[src/rtl/ioreg_pkg.sv]
package ioreg_pkg;
  // decoded byte offsets (low 8 address bits)
  localparam logic [7:0] OFF_SEL = 8'h00;
  localparam logic [7:0] OFF_WIN = 8'h10;
  localparam logic [7:0] OFF_EOI = 8'h40;

  // select values
  localparam logic [7:0] SEL_ID       = 8'h00;
  localparam logic [7:0] SEL_VER      = 8'h01;
  localparam logic [7:0] SEL_ARB      = 8'h02;
  localparam logic [7:0] SEL_TBL_BASE = 8'h10;

  // entry bit positions
  localparam int BIT_DSTAT = 12;
  localparam int BIT_RIRR  = 14;
  localparam int BIT_TRIG  = 15;
  localparam int BIT_MASK  = 16;

  localparam logic [63:0] ENTRY_RST = 64'd1 << BIT_MASK;

  localparam logic [7:0] EOI_VERSION = 8'h20;

  function automatic logic [7:0] sel_to_index(logic [7:0] sel);
    logic [7:0] diff;
    diff = sel - SEL_TBL_BASE;
    return {1'b0, diff[7:1]};
  endfunction

  function automatic logic [31:0] id_word(logic [3:0] id);
    return {4'h0, id, 24'h0};
  endfunction

  function automatic logic [31:0] version_word(logic [7:0] ver, int pins);
    logic [7:0] top;
    top = 8'(pins - 1);
    return {8'h00, top, 8'h00, ver};
  endfunction

  // merge a 32-bit half into an entry, keep status bits, apply edge rule
  function automatic logic [63:0] write_entry(logic [63:0] old, logic upper,
                                              logic [31:0] data,
                                              logic dstat, logic rirr);
    logic [63:0] nxt;
    nxt = upper ? {data, old[31:0]} : {old[63:32], data};
    nxt[BIT_DSTAT] = dstat;
    nxt[BIT_RIRR]  = rirr;
    if (!nxt[BIT_TRIG]) nxt[BIT_RIRR] = 1'b0;
    return nxt;
  endfunction
endpackage

[src/rtl/ioreg_decode.sv]
module ioreg_decode
  import ioreg_pkg::*;
#(
  parameter int         ADDR_W   = 12,
  parameter int         NUM_PINS = 24,
  parameter int         PIN_W    = 5,
  parameter logic [7:0] VERSION  = 8'h20
) (
  input  logic              acc_valid,
  input  logic              acc_write,
  input  logic [ADDR_W-1:0] acc_addr,
  input  logic [2:0]        acc_size,
  input  logic [7:0]        sel_q,
  output logic              sel_wr,
  output logic              sel_rd,
  output logic              win_wr,
  output logic              win_rd,
  output logic              id_wr,
  output logic              tbl_hit,
  output logic              tbl_wr,
  output logic [PIN_W-1:0]  tbl_idx,
  output logic              tbl_upper,
  output logic              eoi_fire
);
  logic [7:0] off;
  logic       full;
  logic [7:0] idx8;
  logic       unused_hi;

  assign off       = acc_addr[7:0];
  assign unused_hi = ^{1'b0, acc_addr};
  assign full      = (acc_size == 3'd4);

  assign sel_wr = acc_valid && acc_write  && (off == OFF_SEL);
  assign sel_rd = acc_valid && !acc_write && (off == OFF_SEL);
  assign win_wr = acc_valid && acc_write  && (off == OFF_WIN) && full;
  assign win_rd = acc_valid && !acc_write && (off == OFF_WIN) && full;

  assign idx8      = sel_to_index(sel_q);
  assign tbl_hit   = (sel_q >= SEL_TBL_BASE) && (int'(idx8) < NUM_PINS);
  assign tbl_idx   = idx8[PIN_W-1:0];
  assign tbl_upper = sel_q[0];
  assign tbl_wr    = win_wr && tbl_hit;
  assign id_wr     = win_wr && (sel_q == SEL_ID);

  generate
    if (VERSION == EOI_VERSION) begin : g_eoi
      assign eoi_fire = acc_valid && acc_write && (off == OFF_EOI) && full;
    end else begin : g_no_eoi
      assign eoi_fire = 1'b0;
    end
  endgenerate
endmodule

[src/rtl/ioreg_table.sv]
module ioreg_table
  import ioreg_pkg::*;
#(
  parameter int NUM_PINS = 24,
  parameter int PIN_W    = 5
) (
  input  logic             clk,
  input  logic             rst_n,
  input  logic             wr_en,
  input  logic [PIN_W-1:0] wr_idx,
  input  logic             wr_upper,
  input  logic [31:0]      wr_data,
  input  logic             upd_valid,
  input  logic [PIN_W-1:0] upd_pin,
  input  logic             upd_dstat,
  input  logic             upd_rirr,
  input  logic [PIN_W-1:0] rd_idx,
  output logic [63:0]      rd_entry,
  input  logic [PIN_W-1:0] look_pin,
  output logic [63:0]      look_entry
);
  logic [63:0] ent [NUM_PINS];

  generate
    for (genvar g = 0; g < NUM_PINS; g++) begin : g_ent
      logic [63:0] q;
      logic        wr_hit, upd_hit, ds_now, ri_now;

      assign wr_hit  = wr_en && (wr_idx == PIN_W'(g));
      assign upd_hit = upd_valid && (upd_pin == PIN_W'(g));
      assign ds_now  = upd_hit ? upd_dstat : q[BIT_DSTAT];
      assign ri_now  = upd_hit ? upd_rirr  : q[BIT_RIRR];

      always_ff @(posedge clk) begin
        if (!rst_n) begin
          q <= ENTRY_RST;
        end else if (wr_hit) begin
          q <= write_entry(q, wr_upper, wr_data, ds_now, ri_now);
        end else if (upd_hit) begin
          q[BIT_DSTAT] <= upd_dstat;
          q[BIT_RIRR]  <= upd_rirr;
        end
      end

      assign ent[g] = q;
    end
  endgenerate

  assign rd_entry   = (int'(rd_idx)   < NUM_PINS) ? ent[rd_idx]   : 64'h0;
  assign look_entry = (int'(look_pin) < NUM_PINS) ? ent[look_pin] : 64'h0;
endmodule

[src/rtl/ioreg_rdmux.sv]
module ioreg_rdmux
  import ioreg_pkg::*;
#(
  parameter int         NUM_PINS = 24,
  parameter logic [7:0] VERSION  = 8'h20
) (
  input  logic        sel_rd,
  input  logic        win_rd,
  input  logic [7:0]  sel_q,
  input  logic [3:0]  id_q,
  input  logic        tbl_hit,
  input  logic        tbl_upper,
  input  logic [63:0] tbl_entry,
  output logic [31:0] rdata
);
  always_comb begin
    rdata = 32'h0;
    if (sel_rd) begin
      rdata = {24'h0, sel_q};
    end else if (win_rd) begin
      if (tbl_hit) begin
        rdata = tbl_upper ? tbl_entry[63:32] : tbl_entry[31:0];
      end else begin
        case (sel_q)
          SEL_ID, SEL_ARB: rdata = id_word(id_q);
          SEL_VER:         rdata = version_word(VERSION, NUM_PINS);
          default:         rdata = 32'h0;
        endcase
      end
    end
  end
endmodule

[src/rtl/ioreg_window.sv]
module ioreg_window
  import ioreg_pkg::*;
#(
  parameter int         ADDR_W   = 12,
  parameter int         NUM_PINS = 24,
  parameter logic [7:0] VERSION  = 8'h20,
  localparam int        PIN_W    = $clog2(NUM_PINS)
) (
  input  logic              clk,
  input  logic              rst_n,
  input  logic              acc_valid,
  input  logic              acc_write,
  input  logic [ADDR_W-1:0] acc_addr,
  input  logic [2:0]        acc_size,
  input  logic [31:0]       acc_wdata,
  output logic [31:0]       acc_rdata,
  input  logic              upd_valid,
  input  logic [PIN_W-1:0]  upd_pin,
  input  logic              upd_dstat,
  input  logic              upd_rirr,
  input  logic [PIN_W-1:0]  look_pin,
  output logic [63:0]       look_entry,
  output logic              svc_req,
  output logic              ctr_clr,
  output logic [PIN_W-1:0]  ctr_pin,
  output logic              eoi_req,
  output logic [7:0]        eoi_vec
);
  logic [7:0]       sel_q;
  logic [3:0]       id_q;

  // decode events, named for the checker
  logic             sel_wr, sel_rd, win_wr, win_rd, id_wr;
  logic             tbl_hit, tbl_wr, tbl_upper, eoi_fire;
  logic [PIN_W-1:0] tbl_idx;
  logic [63:0]      tbl_entry;

  ioreg_decode #(
    .ADDR_W(ADDR_W), .NUM_PINS(NUM_PINS), .PIN_W(PIN_W), .VERSION(VERSION)
  ) u_dec (
    .acc_valid(acc_valid), .acc_write(acc_write), .acc_addr(acc_addr),
    .acc_size(acc_size), .sel_q(sel_q),
    .sel_wr(sel_wr), .sel_rd(sel_rd), .win_wr(win_wr), .win_rd(win_rd),
    .id_wr(id_wr), .tbl_hit(tbl_hit), .tbl_wr(tbl_wr), .tbl_idx(tbl_idx),
    .tbl_upper(tbl_upper), .eoi_fire(eoi_fire)
  );

  ioreg_table #(.NUM_PINS(NUM_PINS), .PIN_W(PIN_W)) u_tbl (
    .clk(clk), .rst_n(rst_n),
    .wr_en(tbl_wr), .wr_idx(tbl_idx), .wr_upper(tbl_upper), .wr_data(acc_wdata),
    .upd_valid(upd_valid), .upd_pin(upd_pin), .upd_dstat(upd_dstat),
    .upd_rirr(upd_rirr),
    .rd_idx(tbl_idx), .rd_entry(tbl_entry),
    .look_pin(look_pin), .look_entry(look_entry)
  );

  ioreg_rdmux #(.NUM_PINS(NUM_PINS), .VERSION(VERSION)) u_rd (
    .sel_rd(sel_rd), .win_rd(win_rd), .sel_q(sel_q), .id_q(id_q),
    .tbl_hit(tbl_hit), .tbl_upper(tbl_upper), .tbl_entry(tbl_entry),
    .rdata(acc_rdata)
  );

  always_ff @(posedge clk) begin
    if (!rst_n) begin
      sel_q   <= 8'h0;
      id_q    <= 4'h0;
      svc_req <= 1'b0;
      ctr_clr <= 1'b0;
      ctr_pin <= '0;
      eoi_req <= 1'b0;
      eoi_vec <= 8'h0;
    end else begin
      if (sel_wr) sel_q <= acc_wdata[7:0];
      if (id_wr)  id_q  <= acc_wdata[27:24];
      svc_req <= tbl_wr;
      ctr_clr <= tbl_wr;
      if (tbl_wr)   ctr_pin <= tbl_idx;
      eoi_req <= eoi_fire;
      if (eoi_fire) eoi_vec <= acc_wdata[7:0];
    end
  end
endmodule

[config.mk]
export PLATFORM = sky130hd
export DESIGN_NAME = ioreg_window
export DESIGN_NICKNAME = d
export VERILOG_FILES = /design/src/rtl/ioreg_pkg.sv /design/src/rtl/ioreg_decode.sv /design/src/rtl/ioreg_table.sv /design/src/rtl/ioreg_rdmux.sv /design/src/rtl/ioreg_window.sv
export SDC_FILE = /design/constraint.sdc
export NUM_CORES = 2
export LEC_CHECK = 0
export BUFFER_PORTS_ARGS = -buffer_cell sky130_fd_sc_hd__buf_4
export CORE_ASPECT_RATIO = 2
export CORE_UTILIZATION = 44
export DETAILED_ROUTE_END_ITERATION = 6
export HOLD_SLACK_MARGIN = 0.12
export PLACE_DENSITY = 0.68
export SLEW_MARGIN = 20
export SYNTH_ARGS = -nofsm -noshare
export SYNTH_HDL_FRONTEND = slang
export SYNTH_SLANG_ARGS = --single-unit
[constraint.sdc]
create_clock -name clk -period 10.7 [get_ports clk]
set_input_delay 2.14 -clock clk [delete_from_list [all_inputs] [get_ports clk]]
set_output_delay 2.14 -clock clk [all_outputs]
set_load 0.05 [all_outputs]
==> impl_summary.md <==
STA
The clock period could shrink to 7.70 ns. The number of hold-slack violations in the final timing report is 0. The final worst slack is 3.00 ns. On the final layout, the worst clock skew is 0.0638 ns. The maximum clock frequency is 0.130 GHz.

On the final layout, the worst hold slack is 0.475 ns. Summed over all failing endpoints, the final setup total negative slack is 0 ns. The number of pins with negative max-slew slack in the final report is 0. The slew at the pin closest to its max-slew limit is 1.31 ns. Setup repair after global routing left no endpoint under its margin.

The final clock period utilization by the worst path is 0.720. The final setup violation count is 0. The worst slew margin relative to its limit is 0.126.

Drt
The pre-antenna-repair detailed-routing pass consisted of 7 iterations. After detailed routing, the number of remaining DRC violations is 1. In the routed layout, each cell is associated on average with a via count of 7.27. In this run the remaining antenna-violating nets after routing total 0. After detailed routing, the average wire length per cell comes to 31.7 µm. The total number of vias is 78800. After detailed routing, the total wire length is 344000 µm. For this block, the initial DRC count from the detailed router was 12100.

Finish
The library cells used most frequently in the layout, excluding fill and tap cells, are dfxtp_1 (1559), nand3_1 (1537), a21oi_1 (1505), o21ai_0 (1497), mux4_2 (853). The final standard cell utilization of the core is 0.474. Summing all non-filler instances in the final layout gives an area of 89900 µm². The leading cell type in the layout, fill and taps excluded is dfxtp_1. The non-filler instance count after layout is 10800. The net count of the finished layout is 8281. The area growth from synthesis to layout is 7.18%. The fraction of final layout cells sized beyond drive strength 1 is 0.177.

CTS
The hold buffer count at cts is 0. The clock drives 1563 sinks. The clock passes through at most 4 buffers. The later pin in the worst-skew pair is clocked with a latency of 0.86 ns. After clock tree synthesis, the repair step resized 0 gates. The cell sitting at the root of the clock tree is a clkbuf_16. TritonCTS built the clock tree. In this run, CTS created clock tree buffers numbering 155. The H-tree generated during clock tree synthesis spans 4 levels. The clock slew at the register clock pins of the worst setup and hold paths is 0.06 ns.

In this run the post-CTS setup repair buffer count came out at 0.

Floorplan
The die is 311 µm wide. After floorplanning, the core was divided into 226 placement rows. The die covers 192000 µm². The number of top-level pins is 176. The height of the chip is 619 µm. The area of the core region is 189000 µm².

The initial utilization of the core area, before any placement, comes to 0.443.

Critical path
The kind of cell with the highest combined delay on the critical path is buffers and inverters. The most used cell along the critical path is buf_4. The launch point of the worst reg-to-reg path is sel_q[4]$_SDFFE_PN0P_.

The worst setup path is launched from a flop. The cell count of the worst reg-to-reg path is 8. The data required time of the critical path is 8.56 ns. The endpoint kind of the worst setup timing path is a primary output.

The critical path depth is 9. The origin of the worst setup path is sel_q[1]$_SDFFE_PN0P_. At the worst endpoint, the arrival time is 5.56 ns. The stage delay of the slowest cell on the critical path is 0.91 ns. The signal on the critical path passes through buf_12, buf_4, nor2b_2, buf_4, a22oi_1, a31oi_1, o22ai_1, a22o_1, buf_4.

The combined buffer and inverter count along the critical path is 4. The slowest stage of the critical path is the buf_4 cell. In this run the worst path has a maximum fanout of 68. The setup path with the least slack is of type reg -> out.

Placement
The congestion estimate from routability-driven global placement came to 0.921. Detailed placement ended at an HPWL of 191000 µm. The setup slack at placement is 3.37 ns. The area after detailed placement is 84900 µm².

Once placement completed, the tool counted placed cells totaling 10600. In this run the tool buffered the top-level ports with 171 buffer cells.

Synth
The number of enable-type register cells in the synthesized netlist is 0. Of all flip-flops after synthesis, the portion carrying an async set or reset was 0. Of the post-synthesis cell area, the dominant cell type holds 0.373. The cell area that synthesis handed to floorplanning was 83800 µm². Counting every instance in the synthesized netlist gives 8986. The number of synthesized register bits is 1563. For this run, the number of Yosys warnings is 0.

Yosys attributes the largest share of cell area to dfxtp_1 (37%), mux4_2 (23%), nand3_1 (9.2%). The sequential element share of the synthesized area is 0.373. For this run, the leading register cell type out of synthesis is dfxtp_1.

In this run the mean area of a mapped cell was 9.33 µm². The number of nets produced by synthesis is 9051. Of all cell types, the one taking the most synthesized area is dfxtp_1.

The distinct cell type count of the synthesized netlist is 63.

Hold path
In this run the worst hold path is classified as reg -> reg. The worst hold path cell count is 2. The startpoint identified for the worst hold timing path is u_tbl.g_ent[6].q[12]$_SDFFE_PN0N_.

Run status
The run finished, with violations left. The final reports fail on DRC.

Power and ir drop
The worst supply voltage drop on vdd is 0.121 mV. The total leakage power is 26.3 nW. The total power divided by cell area is 132 nW/µm².

The total power draw is 11.8 mW.

Global routing
The number of antenna violations at the first check in global routing is 28. Across every metal layer, demand over resource in global routing totals 0.345. Entering global routing, the biggest net connects 239 pins. The global-route wire length before repair is 500000 µm.

The number of global-route vias before repair is 77100. Global routing finished with a remaining overflow of 0.

Job
The tool flagged a number of max-cap violations equal to 0.
[kinds of logic after synthesis]
family | after synthesis | synth area share
multiplexers | 1071 | 0.255
adder cells (fa/ha/maj) | 1 | 0.000149
AND/OR/NAND/NOR | 1808 | 0.109
buffers and inverters | 1322 | 0.0635
AO/OA/AOI/OAI | 3221 | 0.199
flip-flops | 1563 | 0.373
[cell usage after synthesis, types with 6 or more instances]
cell / n
nand4_1: 11
o22ai_1: 71
o21ai_0: 1499
inv_1: 68
mux2i_1: 207
nand2b_1: 13
buf_1: 78
a221oi_1: 7
nor2_1: 66
a211oi_1: 16
nor2b_1: 31
a311oi_1: 17
mux4_2: 853
nand2_1: 96
nor4_4: 6
a31oi_1: 12
a22oi_1: 17
a221o_1: 19
nand3_1: 1537
nor3_1: 14
a22o_1: 19
a21oi_1: 1505
o221ai_1: 14
dfxtp_1: 1563
clkbuf_1: 928
buf_2: 223
mux2_2: 11
buf_4: 22
and2_1: 6
[final timing paths]
check	end	slack, ns
max reg2reg	u_tbl.g_ent[9].q[31]$_SDFFE_PN0P_	4.99
min	u_tbl.g_ent[6].q[12]$_SDFFE_PN0N_	0.47
max	acc_rdata[24]	3.00
min reg2reg	u_tbl.g_ent[6].q[12]$_SDFFE_PN0N_	0.47
[layout make-up]
type	count	area [µm²]
antenna	14	35.0
clock buffer	223	4450
clock inverter	38	412
fill	17400	99600
inverter	70	273
multi-input combinational	6101	47500
sequential	1563	31300
tap	2508	3140
timing repair buffer	325	2760
[state kept, by name (all words and copies together) (netlist names)]
| signal | count |
|---|---|
| id_q | 4 |
| sel_q | 8 |
| ctr_pin | 5 |
| u_tbl.g_ent.q | 1536 |
| ctr_clr | 1 |
| eoi_req | 1 |
| eoi_vec | 8 |
[power breakdown]
part / total, mW / switching, mW / leakage (nW) / internal, mW
Combinational: 0.495 / 0.380 / 11.4 / 0.115
Clock: 5.52 / 2.47 / 2.39 / 3.06
Sequential: 5.82 / 0.00115 / 12.6 / 5.81
[worst reg2reg max path: cells and delay by family (launching register included)]
| kind | cells | cell delay, ns |
|---|---|---|
| simple gates | 3 | 2.27 |
| flops | 1 | 0.35 |
| buf+inv | 3 | 1.99 |
| compound gates | 1 | 0.19 |
| fa+ha+maj | 1 | 0.79 |
[routing by layer]
layer	part of all wire	track usage
met2	0.47	0.558
met4	0.095	0.301
met3	0.12	0.0854
met5	0.00056	0
met1	0.32	0.377
Power figures use the tool's default switching activity.
